--- src/rtl/scan_pkg.sv ---
package scan_pkg;
  // Command strobes from the control to the datapath
  typedef struct packed {
    logic capture;  // latch new digits, go to most significant slot
    logic advance;  // move to the next lower slot (wraps)
    logic halt;     // overrange result: blank everything
    logic run;      // level: scanning is active
  } ctrlStrobes_t;
endpackage

--- src/rtl/scan_ctrl.sv ---
module scan_ctrl
  import scan_pkg::*;
#(
  parameter int SLOT_COUNTS = 200,
  parameter int STROBE_AT   = 100
) (
  input  logic         clk,
  input  logic         rstN,
  input  logic         eocPulse,
  input  logic         overRange,
  input  logic         atLsd,
  output ctrlStrobes_t ctl,
  output logic         strobeN
);
  localparam int SLOT_TICKS   = SLOT_COUNTS * 2;
  localparam int LONG_TICKS   = SLOT_TICKS + 2;
  localparam int STROBE_TICK  = STROBE_AT * 2;
  localparam int LSTROBE_TICK = STROBE_TICK + 2;
  localparam int TICK_W       = $clog2(LONG_TICKS);

  logic              running;
  logic              firstScan;
  logic              longSlot;
  logic [TICK_W-1:0] tickCnt;
  logic [TICK_W-1:0] lastTick;
  logic [TICK_W-1:0] strobeTick;
  logic              endSlot;
  logic              goodEoc;
  logic              badEoc;

  assign goodEoc    = eocPulse && !overRange;
  assign badEoc     = eocPulse && overRange;
  assign lastTick   = longSlot ? TICK_W'(LONG_TICKS - 1) : TICK_W'(SLOT_TICKS - 1);
  assign strobeTick = longSlot ? TICK_W'(LSTROBE_TICK) : TICK_W'(STROBE_TICK);
  assign endSlot    = running && !eocPulse && (tickCnt == lastTick);

  always_ff @(posedge clk or negedge rstN) begin
    if (!rstN) begin
      running   <= 1'b0;
      firstScan <= 1'b0;
      longSlot  <= 1'b0;
      tickCnt   <= '0;
    end else if (badEoc) begin
      running   <= 1'b0;
      firstScan <= 1'b0;
      longSlot  <= 1'b0;
      tickCnt   <= '0;
    end else if (goodEoc) begin
      running   <= 1'b1;
      firstScan <= 1'b1;
      longSlot  <= 1'b1;
      tickCnt   <= '0;
    end else if (running) begin
      if (endSlot) begin
        tickCnt  <= '0;
        longSlot <= 1'b0;
        if (atLsd) firstScan <= 1'b0;
      end else begin
        tickCnt <= tickCnt + TICK_W'(1);
      end
    end
  end

  always_comb begin
    ctl.capture = goodEoc;
    ctl.advance = endSlot;
    ctl.halt    = badEoc;
    ctl.run     = running;
  end

  assign strobeN = !(running && firstScan && (tickCnt == strobeTick));

  // a strobe is a single clock wide
  p_strobe_width_r5: assert property (@(posedge clk) disable iff (!rstN)
    !strobeN |=> strobeN);
  // an overrange result stops the scan
  p_halt_stops_r7: assert property (@(posedge clk) disable iff (!rstN)
    badEoc |=> !ctl.run);
  // the slot counter never runs past the long slot length
  p_tick_bound_r3: assert property (@(posedge clk) disable iff (!rstN)
    ctl.run |-> (tickCnt < TICK_W'(LONG_TICKS)));
endmodule

--- src/rtl/scan_datapath.sv ---
module scan_datapath
  import scan_pkg::*;
#(
  parameter int NUM_DIGITS = 5,
  parameter int DIGIT_W    = 4
) (
  input  logic                          clk,
  input  logic                          rstN,
  input  ctrlStrobes_t                  ctl,
  input  logic [NUM_DIGITS*DIGIT_W-1:0] digitsIn,
  output logic                          atLsd,
  output logic [NUM_DIGITS-1:0]         digitEn,
  output logic [DIGIT_W-1:0]            bcdOut
);
  localparam int SLOT_W = $clog2(NUM_DIGITS);
  localparam logic [SLOT_W-1:0] MSD_IDX = SLOT_W'(NUM_DIGITS - 1);

  logic [NUM_DIGITS-1:0][DIGIT_W-1:0] held;
  logic [SLOT_W-1:0]                  slot;

  always_ff @(posedge clk or negedge rstN) begin
    if (!rstN) begin
      held <= '0;
      slot <= MSD_IDX;
    end else if (ctl.halt) begin
      slot <= MSD_IDX;
    end else if (ctl.capture) begin
      held <= digitsIn;
      slot <= MSD_IDX;
    end else if (ctl.advance) begin
      slot <= (slot == '0) ? MSD_IDX : slot - SLOT_W'(1);
    end
  end

  assign atLsd = (slot == '0);

  for (genvar g = 0; g < NUM_DIGITS; g++) begin : g_drive
    assign digitEn[g] = ctl.run && (slot == SLOT_W'(g));
  end

  assign bcdOut = ctl.run ? held[slot] : '0;

  // exactly one digit line while scanning
  p_onehot_r4: assert property (@(posedge clk) disable iff (!rstN)
    ctl.run |-> ($countones(digitEn) == 1));
  // a capture starts at the most significant digit
  p_capture_msd_r2: assert property (@(posedge clk) disable iff (!rstN)
    ctl.capture |=> digitEn[NUM_DIGITS-1]);
endmodule

--- src/rtl/digit_scan_strobe.sv ---
module digit_scan_strobe
  import scan_pkg::*;
#(
  parameter int NUM_DIGITS  = 5,
  parameter int DIGIT_W     = 4,
  parameter int SLOT_COUNTS = 200,
  parameter int STROBE_AT   = 100
) (
  input  logic                          clk,
  input  logic                          rstN,
  input  logic                          eocPulse,
  input  logic                          overRange,
  input  logic [NUM_DIGITS*DIGIT_W-1:0] digitsIn,
  output logic [NUM_DIGITS-1:0]         digitEn,
  output logic [DIGIT_W-1:0]            bcdOut,
  output logic                          strobeN
);
  ctrlStrobes_t ctl;
  logic         atLsd;

  scan_ctrl #(
    .SLOT_COUNTS(SLOT_COUNTS),
    .STROBE_AT  (STROBE_AT)
  ) i_ctrl (
    .clk      (clk),
    .rstN     (rstN),
    .eocPulse (eocPulse),
    .overRange(overRange),
    .atLsd    (atLsd),
    .ctl      (ctl),
    .strobeN  (strobeN)
  );

  scan_datapath #(
    .NUM_DIGITS(NUM_DIGITS),
    .DIGIT_W   (DIGIT_W)
  ) i_dp (
    .clk     (clk),
    .rstN    (rstN),
    .ctl     (ctl),
    .digitsIn(digitsIn),
    .atLsd   (atLsd),
    .digitEn (digitEn),
    .bcdOut  (bcdOut)
  );

  // data holds steady while the strobe is low
  p_bcd_stable_r5: assert property (@(posedge clk) disable iff (!rstN)
    !strobeN |-> $stable(bcdOut));
  // an overrange conversion blanks the outputs
  p_blank_r7: assert property (@(posedge clk) disable iff (!rstN)
    (eocPulse && overRange) |=> (digitEn == '0 && bcdOut == '0 && strobeN));
  // a good conversion restarts at the top digit without a strobe
  p_restart_r9: assert property (@(posedge clk) disable iff (!rstN)
    (eocPulse && !overRange) |=> (digitEn[NUM_DIGITS-1] && strobeN));
endmodule

--- config.mk ---
export PLATFORM = sky130hd
export DESIGN_NAME = digit_scan_strobe
export DESIGN_NICKNAME = d
export VERILOG_FILES = /design/src/rtl/scan_pkg.sv /design/src/rtl/scan_ctrl.sv /design/src/rtl/scan_datapath.sv /design/src/rtl/digit_scan_strobe.sv
export SDC_FILE = /design/constraint.sdc
export NUM_CORES = 1
export LEC_CHECK = 0
export BUFFER_PORTS_ARGS = -buffer_cell sky130_fd_sc_hd__buf_2
export CAP_MARGIN = 20
export CORE_UTILIZATION = 49
export CTS_CLUSTER_DIAMETER = 100
export DETAILED_ROUTE_END_ITERATION = 8
export PLACE_DENSITY = 0.71
export SLEW_MARGIN = 30
export SYNTH_ARGS = -nofsm -noshare
export SYNTH_HDL_FRONTEND = slang
export SYNTH_SLANG_ARGS = --single-unit
--- constraint.sdc ---
create_clock -name clk -period 1.45 [get_ports clk]
set_input_delay 0.0725 -clock clk [delete_from_list [all_inputs] [get_ports clk]]
set_output_delay 0.0725 -clock clk [all_outputs]
set_load 0.01 [all_outputs]
# Word level (Yosys, flattened, before mapping)
# Index checks and enable logic that the tools add are counted.
[word_totals] regBits=35 inputBits=24 word_cells=66
[classes] addsub=2 n_lt_le_gt_ge=1 n_eq_ne=6 mux=24 n_bitwise=1 reduce_logical=22
[ops] op="2-to-1 mux 9 bit" count=4
[ops] op="equality test 9 bit" count=2
[ops] op="binary-select mux 4 bit (select 3 bit)" count=1
[ops] op="2-to-1 mux 3 bit" count=4
[ops] op="logical AND 1 bit" count=11
[ops] op="2-to-1 mux 1 bit" count=11
[ops] op="adder 9 x 1 -> 9 bit, second input constant" count=1
[ops] op="nonzero test 3 bit" count=3
[ops] op="2-to-1 mux 4 bit" count=2
[ops] op="equality test 3 x 2 -> 1 bit, second input constant" count=2
[ops] op="2-to-1 mux 5 bit" count=1
[ops] op="less-than comparator 3 x 4 -> 1 bit, second input constant" count=1
[ops] op="AND reduction 2 bit" count=2
[ops] op="equality test 3 x 1 -> 1 bit, second input constant" count=1
[ops] op="equality test 3 bit, second input constant" count=1
[ops] op="logical NOT 1 bit" count=3
[ops] op="logical NOT 3 bit" count=1
[ops] op="AND reduction 3 bit" count=1
[ops] op="subtractor 3 x 1 -> 3 bit, second input constant" count=1
[ops] op="2-to-1 mux 2 bit" count=1
[ops] op="nonzero test 2 bit" count=1
[ops] op="inverter 1 bit" count=1

# Longest topological paths before layout
# Gate-level depths: netlist of the first run.
[logic_depth] word_depth=7 ltp_mapped=5 mapped_depth_nobuf=5

# By module
# A second synthesis of the first run with hierarchy kept.
[unflattened] cells_unflattened=158 area_unflattened_um2=1889.3
[modules_own_cells] module="scan_datapath" n_inst=1 cells_each=78 area_each_um2=1108.6 seq_area_each_um2=576.8
[modules_own_cells] module="scan_ctrl" n_inst=1 cells_each=80 area_each_um2=780.7 seq_area_each_um2=300.3

# Least setup slack after synthesis of the first run
# Ideal clock, no wire load.
[synth_path] kind="reg2reg" from="register i_ctrl.tickCnt[1]" to="register i_dp.slot[0]" setup_time_ps=77 arrival_time_ps=1508 setup_slack_ps=-136 path_stages_with_launch=5 cell_sequence="dfrtp_1 -> nand4bb_1 -> o22a_2 -> or4_1 -> a21oi_1"
[synth_between] elab_chain_cells=3
[synth_lines] element="start, declared" line="scan_ctrl.sv:24" rtl="logic [TICK_W-1:0] tickCnt;"
[synth_lines] element="start signal, assigned" line="scan_ctrl.sv:59" rtl="tickCnt <= tickCnt + TICK_W'(1);"
[synth_lines] element="equality test 9 bit" line="scan_ctrl.sv:35" rtl="assign endSlot = running && !eocPulse && (tickCnt == lastTick);"
[synth_lines] element="logical AND 1 bit" line="scan_ctrl.sv:35"
[synth_lines] element="nonzero test 3 bit (no source line)"
[synth_lines] element="end signal, assigned" line="scan_datapath.sv:31" rtl="slot <= (slot == '0) ? MSD_IDX : slot - SLOT_W'(1);"
[synth_lines] element="end, declared" line="scan_datapath.sv:19" rtl="logic [SLOT_W-1:0] slot;"
# No other way between the ends.
# A chain may end at the register's enable or synchronous reset.

# Worst setup path in the final report of the first run
[layout_path] from="register i_dp.slot[0]" to="output bcdOut[2]"
[layout_between] elab_chain_cells=3
[layout_lines] element="binary-select mux 4 bit (select 3 bit)" line="scan_datapath.sv:41" rtl="assign bcdOut = ctl.run ? held[slot] : '0;"
[layout_lines] element="2-to-1 mux 4 bit (not written as such)" line="scan_datapath.sv:41"
[layout_lines] element="2-to-1 mux 4 bit" line="scan_datapath.sv:41"
[layout_lines] element="end, declared" line="digit_scan_strobe.sv:15" rtl="output logic [DIGIT_W-1:0] bcdOut,"
# No other way between the ends. The select of a mux whose other input is x is not followed.

==> flow_metrics.py, run 1 <==
metrics = {
    "critical_path": {
        "reg2reg_depth": 5,
        "r2r_start": "i_dp.slot[0]",
        "worst-r2r-setup-slack_ns": -0.17,
        "critPathLaunchType": "flop",
        "critical_path.max_stage_delay_ns": 0.48,
        "crit_arrival_ns": 1.64,
        "cp_max_fo": 5,
        "r2r-end": "i_dp.slot[0]",
        "crit_type": "reg2out",
        "crit_required_ns": 1.38,
        "cp_slowest_cell": "dfrtp_2",
        "cp-end-kind": "primary output",
        "path_cells": "buf_6 -> nor2_4 -> buf_6 -> nand3_1 -> a21boi_1 -> buf_2",
        "crit_top_cell": "buf_6",
    },
    "synthesis": {
        "synth_top_area_share": 0.478,
        "synth_nets": 215,
        "netlist_instances": 190,
        "synth_area_leaders": "dfrtp_1 48%, nand2_1 14%, mux4_2 5.1%",
        "synth_enable_flop_cells": 0,
        "syn-mean-instance-area_um2": 9.37,
        "postSynthRegisterBits": 35,
        "synthFlopType": "dfrtp_1",
        "ys_seq_area_frac": 0.493,
        "synth_cell_types": 40,
        "mappedNetlistArea_um2": 1780,
        "async_flop_share": 1.00,
        "yosysWarnings": 0,
        "synth.largest_area_cell": "dfrtp_1",
    },
    "floorplan": {
        "num_rows": 21,
        "die_area_um2": 3880,
        "ios": 34,
        "die_w_um": 62.3,
        "core_um2": 3420,
        "fp.dieH_um": 62.3,
        "start_util": 0.521,
    },
    "power": {
        "power_density_nw_per_um2": 782,
        "peakVddDrop_uv": 624,
        "p_clk_frac": 0.295,
        "power_frac_seq": 0.537,
        "netSwitchingPower_uw": 566,
        "power.leakage_nw": 1.29,
        "p_int_mw": 1.52,
        "swShare": 0.272,
        "p_comb_frac": 0.168,
    },
    "grt": {
        "antenna_found_initial": 0,
        "track_usage": 0.265,
        "grt_pass1_wl_mm": 7.97,
        "gr-total-overflow": 0,
        "grt_pass1_vias": 1746,
        "grt_max_degree": 36,
    },
    "clock_tree": {
        "worstSkewPairLatency_ns": 0.34,
        "cts_buffers": 5,
        "clk_path_buf_depth": 2,
        "clk_pin_slew_ns": 0.11,
        "clock_tree.htree_level_count": 2,
        "tritoncts": "built",
        "cts_root_buffer": "clkbuf_4",
        "cts_sinks": 35,
    },
    "timing": {
        "final_max_slew_viol_count": 0,
        "setup_viol": 22,
        "period_needed_ns": 1.72,
        "max_freq_ghz": 0.583,
        "tns_ns": -3.08,
        "finalClockSkew_ns": 0.0118,
        "grt_setup_unrepaired": "yes",
        "setup_ws_ns": -0.265,
        "hold_viol_final": 0,
        "slew_headroom": 0.680,
        "worst_slew_pin_slew_ns": 0.479,
        "period_share": 1.18,
    },
    "hold_path": {
        "hold_class": "in2reg",
        "whs_endpoint": "i_ctrl.firstScan",
        "hold_path_depth": 3,
        "hp-start": "overRange",
    },
    "routing": {
        "vias_per_cell": 5.50,
        "drt-wirelength-per-cell_um": 16.6,
        "vias": 1756,
        "drt_iter0_drc": 184,
        "drc": 0,
        "drt_wl_total_mm": 5.29,
        "drt_pass1_iterations": 5,
        "ant_nets": 0,
    },
    "final_layout": {
        "layout_common_cells": "66 x nand2_1, 33 x dfrtp_1, 33 x buf_2, 21 x dlygate4sd3_1, 21 x buf_4",
        "drive_gt1_frac": 0.374,
        "area_growth_syn_to_layout_pct": 49.6,
        "num-fill-cells": 212,
        "final_common_cell": "nand2_1",
        "diodes": 0,
        "finalNetCount": 297,
    },
    "placed_design": {
        "portBuffers": 33,
        "post-place-ws_ns": -0.0989,
        "dp_hpwl_mm": 2.82,
        "gp_congestion": 0.850,
    },
    "status": {
        "violations": "setup timing",
        "outcome": "complete, but fails checks",
    },
    "run": {
        "cap_violations": 0,
    },
}
[cell usage after synthesis, types with 3 or more instances]
library cell,instances
a21boi_0,4
a21oi_1,3
clkbuf_1,6
dfrtp_1,34
mux4_2,4
nand2_1,66
nand2b_1,7
nand3_1,6
nand4_1,5
nor2_1,6
nor3_1,9
xor2_1,8
[how the worst max path moves through the flow]
stage	from	endpoint	slack, ns	depth (start not counted)
CTS	i_dp.slot[0]	bcdOut[3]	-0.26	4
detailed placement	i_ctrl.tickCnt[3]	i_dp.slot[2]	-0.1	4
floorplan	i_ctrl.tickCnt[1]	i_dp.slot[2]	-0.06	4
global placement	i_ctrl.tickCnt[3]	i_dp.slot[2]	-0.02	4
global route	i_dp.slot[0]	bcdOut[2]	-0.38	4
finish	i_dp.slot[0]	bcdOut[2]	-0.27	6
[power by group through the flow]
| stage | Clock (mW) | Sequential [mW] | Combinational (mW) |
|---|---|---|---|
| 6_report | 0.614 | 1.12 | 0.350 |
| 5_1_grt | 0.667 | 1.13 | 0.385 |
| 4_1_cts | 0.621 | 1.11 | 0.330 |
| 3_5_place_dp | 0 | 1.13 | 0.275 |
| 3_3_place_gp | 0 | 1.13 | 0.264 |
| 2_1_floorplan | 0 | 1.12 | 0.152 |
[worst max-delay path: cells and delay by family, from the launching register on]
family,cells,cell delay (ns)
AND/OR/NAND/NOR,2,0.21
buffers and inverters,3,0.43
flip-flops,1,0.48
AO/OA/AOI/OAI,1,0.18
[registers in the layout, summed over array words and instances (netlist names)]
signal,cells
i_dp.held,20
i_ctrl.tickCnt,9
i_dp.slot,3
i_ctrl.firstScan,1
i_ctrl.longSlot,1
i_ctrl.running,1
[cell type report]
| type | count | area (µm²) | share of cell area |
|---|---|---|---|
| multi-input combinational | 143 | 993 | 0.373 |
| clock buffer | 8 | 68.8 | 0.0258 |
| timing repair buffer | 85 | 658 | 0.247 |
| inverter | 2 | 7.51 | 0.00282 |
| tap | 46 | 57.6 | 0.0216 |
| sequential | 35 | 878 | 0.330 |
[repair_timing]
action	CTS	global route
hold endpoints to repair	54	0
buffers inserted	4	5
resized for setup	20	30
setup endpoints to repair	15	21
hold buffers	21	0
pin swaps	4	12
[cell families after synthesis]
logic type | count (synthesis) | share of synthesized area
muxes | 4 | 0.0506
xor gates and xnor gates | 9 | 0.0443
buffers and inverters | 12 | 0.0415
DFF | 35 | 0.493
adders and majority gates | 1 | 0.00703
and+or+nand+nor | 113 | 0.300
AOI/OAI and AO/OA | 16 | 0.0640
[through the flow]
step                      utilization  cell area (µm²)  cells  power (mW)  hold slack (ns)
final                           0.780             2660    319        2.08            0.135
after global routing            0.780             2660    319        2.18            0.144
after CTS                       0.726             2480    314        2.06           0.0696
after detailed placement        0.616             2100    281        1.41            0.133
after global placement          0.616             2100    281        1.39            0.128
after floorplan                     -             1780    190        1.27           -0.223
[layer usage]
metal	routed length, µm	track usage	vias to the layer above	share of wire
met2	2710	0.457	78	0.51
met1	2130	0.328	850	0.40
li1	-	-	813	-
met3	305	0.0404	15	0.058
met5	0	0	-	0
met4	144	0.119	0	0.027
No activity file was read; power rests on OpenSTA's default activity.
==> run 2, diff against run 1 <==
--- a/config.mk
+++ b/config.mk
@@ -7,10 +7,12 @@
 export LEC_CHECK = 0
 export BUFFER_PORTS_ARGS = -buffer_cell sky130_fd_sc_hd__buf_2
 export CAP_MARGIN = 20
+export CORE_ASPECT_RATIO = 2
 export CORE_UTILIZATION = 49
 export CTS_CLUSTER_DIAMETER = 100
 export DETAILED_ROUTE_END_ITERATION = 8
 export PLACE_DENSITY = 0.71
+export RECOVER_POWER = 25
 export SLEW_MARGIN = 30
 export SYNTH_ARGS = -nofsm -noshare
 export SYNTH_HDL_FRONTEND = slang
==> flow_metrics.py, run 2 (synthesized netlist as in run 1, its figures left out) <==
metrics = {
    "floorplan": {
        "start_util": 0.521,
        "num_rows": 30,
        "ios": 34,
        "fp.dieH_um": 87.2,
        "core_um2": 3420,
        "die_area_um2": 3890,
        "die_w_um": 44.6,
    },
    "routing": {
        "drt_iter0_drc": 40,
        "drt-wirelength-per-cell_um": 16.0,
        "vias": 1760,
        "drc": 0,
        "drt_wl_total_mm": 5.17,
        "ant_nets": 0,
        "vias_per_cell": 5.43,
        "drt_pass1_iterations": 4,
    },
    "final_layout": {
        "regMostFlops": "i_dp.held",
        "largestRegisters": "i_dp.held x20, i_ctrl.tickCnt x9, i_dp.slot x3",
        "area_growth_syn_to_layout_pct": 49.7,
        "final_cells": 324,
        "largest_register_ffs": 20,
        "diodes": 0,
        "finalNetCount": 300,
        "layout_common_cells": "66 x nand2_1, 33 x buf_2, 32 x dfrtp_1, 29 x buf_4, 20 x dlygate4sd3_1",
        "drive_gt1_frac": 0.384,
        "final_common_cell": "nand2_1",
    },
    "critical_path": {
        "crit_arrival_ns": 1.59,
        "crit_type": "reg2out",
        "cp_max_fo": 6,
        "cp-end-kind": "primary output",
        "critPathLaunchType": "flop",
        "crit_required_ns": 1.38,
    },
    "timing": {
        "slew_headroom": 0.426,
        "max_freq_ghz": 0.602,
        "grt_setup_unrepaired": "yes",
        "period_needed_ns": 1.66,
        "worst_slew_pin_slew_ns": 0.860,
        "hold_viol_final": 0,
        "period_share": 1.15,
        "finalClockSkew_ns": 0.00364,
        "setup_ws_ns": -0.212,
        "whs_ns": 0.00923,
        "final_max_slew_viol_count": 0,
        "setup_viol": 18,
    },
    "clock_tree": {
        "cts_root_buffer": "clkbuf_8",
        "tritoncts": "built",
        "clk_path_buf_depth": 2,
        "clock_tree.htree_level_count": 2,
        "worstSkewPairLatency_ns": 0.29,
        "cts_buffers": 5,
        "cts_sinks": 35,
        "clk_pin_slew_ns": 0.07,
    },
    "hold_path": {
        "hold_class": "in2reg",
    },
    "grt": {
        "track_usage": 0.280,
        "antenna_found_initial": 0,
        "grt_pass1_wl_mm": 7.94,
        "gr-total-overflow": 0,
        "grt_max_degree": 36,
        "grt_pass1_vias": 1799,
    },
    "power": {
        "power_density_nw_per_um2": 840,
        "power.leakage_nw": 1.30,
        "p_total_mw": 2.24,
        "peakVddDrop_uv": 905,
    },
    "status": {
        "outcome": "complete, but fails checks",
        "violations": "setup timing",
    },
    "placed_design": {
        "dp.cells": 288,
        "dp_hpwl_mm": 3.21,
        "gp_congestion": 0.884,
        "portBuffers": 33,
    },
    "run": {
        "cap_violations": 0,
    },
}
-- run 2: layout make-up --
class	instances	area [µm²]
timing repair buffer	88	644
fill	212	751
tap	48	60.1
multi-input combinational	143	973
sequential	35	880
clock buffer	8	100
inverter	2	7.51
-- run 2: power by group --
| part | switching [mW] | internal (mW) |
|---|---|---|
| logic | 0.176 | 0.178 |
| clock network | 0.333 | 0.433 |
| registers | 0.0582 | 1.06 |
-- run 2: timing repair --
item | 4_1_cts | 5_1_grt
setup buffers | 5 | 4
pin swaps | 3 | 11
hold buffers | 20 | 0
gates resized for setup | 16 | 21
endpoints found under the hold margin | 53 | 0
endpoints found under the setup margin | 13 | 20
-- run 2: critical path, cell delays in order (launching register included) --
cell and delay (ns):
dfrtp_2 0.46, mux4_2 0.55, nand2b_1 0.10, a21boi_2 0.06, buf_2 0.14
-- run 2: per-layer routing --
metal  wire, µm  vias up  global-route usage
li1           -      815                   -
met1       1700      868               0.299
met2       3140       59               0.508
met3        157       18              0.0353
met4        165        0               0.149
met5          0        -                   0
-- run 2: path summary, 6_finish.rpt --
kind,from,endpoint,slack [ns],cells past startpoint
worst max-delay path,i_dp.slot[0],bcdOut[3],-0.21,4
worst min-delay path,digitsIn[0],i_dp.held[0],0.009,3
worst min register to register,i_dp.held[4],i_dp.held[4],0.48,2
max in group asynchronous,rstN,i_dp.slot[0],0.35,3
min in group asynchronous,rstN,i_ctrl.running,0.50,3
worst max register to register,i_ctrl.tickCnt[5],i_dp.slot[2],-0.19,5
-- run 2: stage by stage --
stage	cell area, µm²	setup WS, ns	util	setup TNS (ns)
after floorplan	1780	-0.0610	-	-0.104
after global placement	2140	-0.0490	0.628	-0.104
after detailed placement	2140	-0.0976	0.628	-0.239
after CTS	2520	-0.213	0.739	-1.14
after global routing	2670	-0.289	0.780	-2.81
final	2670	-0.212	0.780	-1.62
==> run 3, diff against run 2 <==
--- a/config.mk
+++ b/config.mk
@@ -11,8 +11,10 @@
 export CORE_UTILIZATION = 49
 export CTS_CLUSTER_DIAMETER = 100
 export DETAILED_ROUTE_END_ITERATION = 8
+export GPL_ROUTABILITY_DRIVEN = 0
 export PLACE_DENSITY = 0.71
 export RECOVER_POWER = 25
+export SKIP_CTS_REPAIR_TIMING = 1
 export SLEW_MARGIN = 30
 export SYNTH_ARGS = -nofsm -noshare
 export SYNTH_HDL_FRONTEND = slang
==> flow_metrics.py, run 3 (synthesized netlist as in run 1, its figures left out) <==
metrics = {
    "routing": {
        "vias": 1660,
        "drc": 0,
        "drt_wl_total_mm": 4.82,
        "drt-wirelength-per-cell_um": 15.7,
        "vias_per_cell": 5.41,
        "drt_pass1_iterations": 4,
        "ant_nets": 0,
        "drt_iter0_drc": 57,
    },
    "timing": {
        "finalClockSkew_ns": 0.00621,
        "period_needed_ns": 1.66,
        "worst_slew_pin_slew_ns": 0.866,
        "whs_ns": -0.0306,
        "hold_viol_final": 11,
        "final_max_slew_viol_count": 0,
        "setup_ws_ns": -0.205,
        "period_share": 1.14,
        "grt_setup_unrepaired": "yes",
        "max_freq_ghz": 0.604,
        "setup_viol": 10,
        "slew_headroom": 0.423,
    },
    "final_layout": {
        "stdcell_area_um2": 2470,
        "diodes": 0,
        "multiInputGateArea_um2": 947,
        "layout_common_cells": "66 x nand2_1, 33 x buf_2, 32 x dfrtp_1, 24 x buf_4, 8 x xor2_1",
        "largest_register_ffs": 20,
        "regMostFlops": "i_dp.held",
        "final_core_util": 0.725,
        "area_growth_syn_to_layout_pct": 39.0,
        "final_common_cell": "nand2_1",
        "drive_gt1_frac": 0.375,
        "register_area_um2": 880,
        "finalNetCount": 283,
        "num-fill-cells": 253,
        "largestRegisters": "i_dp.held x20, i_ctrl.tickCnt x9, i_dp.slot x3",
    },
    "critical_path": {
        "critPathLaunchType": "flop",
        "crit_arrival_ns": 1.58,
        "r2r_start": "i_ctrl.tickCnt[1]",
        "cp-startpoint": "i_dp.slot[0]",
        "cp_max_fo": 6,
        "cp_slowest_cell": "mux4_2",
        "critical_path.max_stage_delay_ns": 0.55,
        "crit_type": "reg2out",
        "crit_required_ns": 1.38,
        "path_cells": "mux4_2 -> nand2b_1 -> a21boi_1 -> buf_2",
        "cp-end-kind": "primary output",
    },
    "placed_design": {
        "portBuffers": 33,
        "dp_hpwl_mm": 3.21,
        "post-place-ws_ns": -0.0976,
        "place_area_um2": 2140,
    },
    "floorplan": {
        "core_um2": 3420,
        "ios": 34,
        "num_rows": 30,
        "start_util": 0.521,
        "die_w_um": 44.6,
        "fp.dieH_um": 87.2,
        "die_area_um2": 3890,
    },
    "grt": {
        "met3_usage": 0.0332,
        "grt_pass1_vias": 1630,
        "gr-total-overflow": 0,
        "track_usage": 0.252,
        "grt_util_met1": 0.283,
        "met2_usage": 0.449,
        "antenna_found_initial": 0,
        "grt_max_degree": 36,
        "grt_pass1_wl_mm": 7.18,
        "grt.busiest_layer": "met2",
    },
    "power": {
        "power_density_nw_per_um2": 890,
        "swShare": 0.253,
        "peakVddDrop_uv": 913,
        "power.leakage_nw": 1.20,
        "p_int_mw": 1.65,
        "p_comb_frac": 0.145,
        "power_frac_seq": 0.508,
        "p_clk_frac": 0.347,
        "netSwitchingPower_uw": 558,
    },
    "clock_tree": {
        "tritoncts": "built",
        "cts_root_buffer": "clkbuf_8",
        "clk_pin_slew_ns": 0.07,
        "clock_tree.htree_level_count": 2,
        "cts_sinks": 35,
        "cts_buffers": 5,
        "clk_path_buf_depth": 2,
        "worstSkewPairLatency_ns": 0.29,
    },
    "run": {
        "cap_violations": 0,
    },
    "status": {
        "outcome": "complete, but fails checks",
        "violations": "hold timing, setup timing",
    },
    "hold_path": {
        "hp-start": "digitsIn[10]",
        "hold_class": "in2reg",
    },
}
run 3: cell type report:
class | instances | area share
inverters | 2 | 0.00303
multi-input cells | 143 | 0.383
repair buffers | 71 | 0.194
clock buffers | 8 | 0.0404
flip-flops and latches | 35 | 0.355
well taps | 48 | 0.0243
run 3: power by group through the flow:
stage               sequential, mW  clock [mW]  combinational, mW
floorplan                     1.12           0              0.152
global placement              1.13           0              0.269
detailed placement            1.13           0              0.280
CTS                           1.12       0.781              0.282
global route                  1.13       0.820              0.357
finish                        1.12       0.764              0.320
run 3: critical path: cells and delay by family, from the launching register on:
| family | cells | cell delay [ns] |
|---|---|---|
| and+or+nand+nor | 1 | 0.10 |
| AOI/OAI and AO/OA | 1 | 0.06 |
| muxes | 1 | 0.55 |
| buffers and inverters | 1 | 0.13 |
| DFF | 1 | 0.45 |
run 3: path summary, 6_finish.rpt:
kind                                  to  slack (ns)  cells after the start
min in group asynchronous  i_dp.held[16]        0.50                      3
hold / removal             i_dp.held[10]       -0.03                      3
hold reg to reg             i_dp.held[4]        0.48                      2
setup reg to reg            i_dp.slot[2]       -0.21                      4
max in group asynchronous   i_dp.slot[0]        0.35                      3
setup / recovery               bcdOut[3]       -0.21                      4
run 3: through the flow:
stage / instances / hold slack (ns) / TNS (ns) / power (mW)
after CTS: 296 / -0.181 / -1.90 / 2.18
after global routing: 307 / -0.00150 / -2.72 / 2.30
final: 307 / -0.0306 / -1.38 / 2.20
after floorplan: 190 / -0.223 / -0.104 / 1.27
after detailed placement: 288 / 0.134 / -0.239 / 1.41
after global placement: 288 / 0.120 / -0.104 / 1.40
run 3: routing by layer:
metal	up-vias	wire [µm]
met5	-	0
met2	50	2900
met4	0	122
met3	12	144
met1	816	1660
li1	782	-
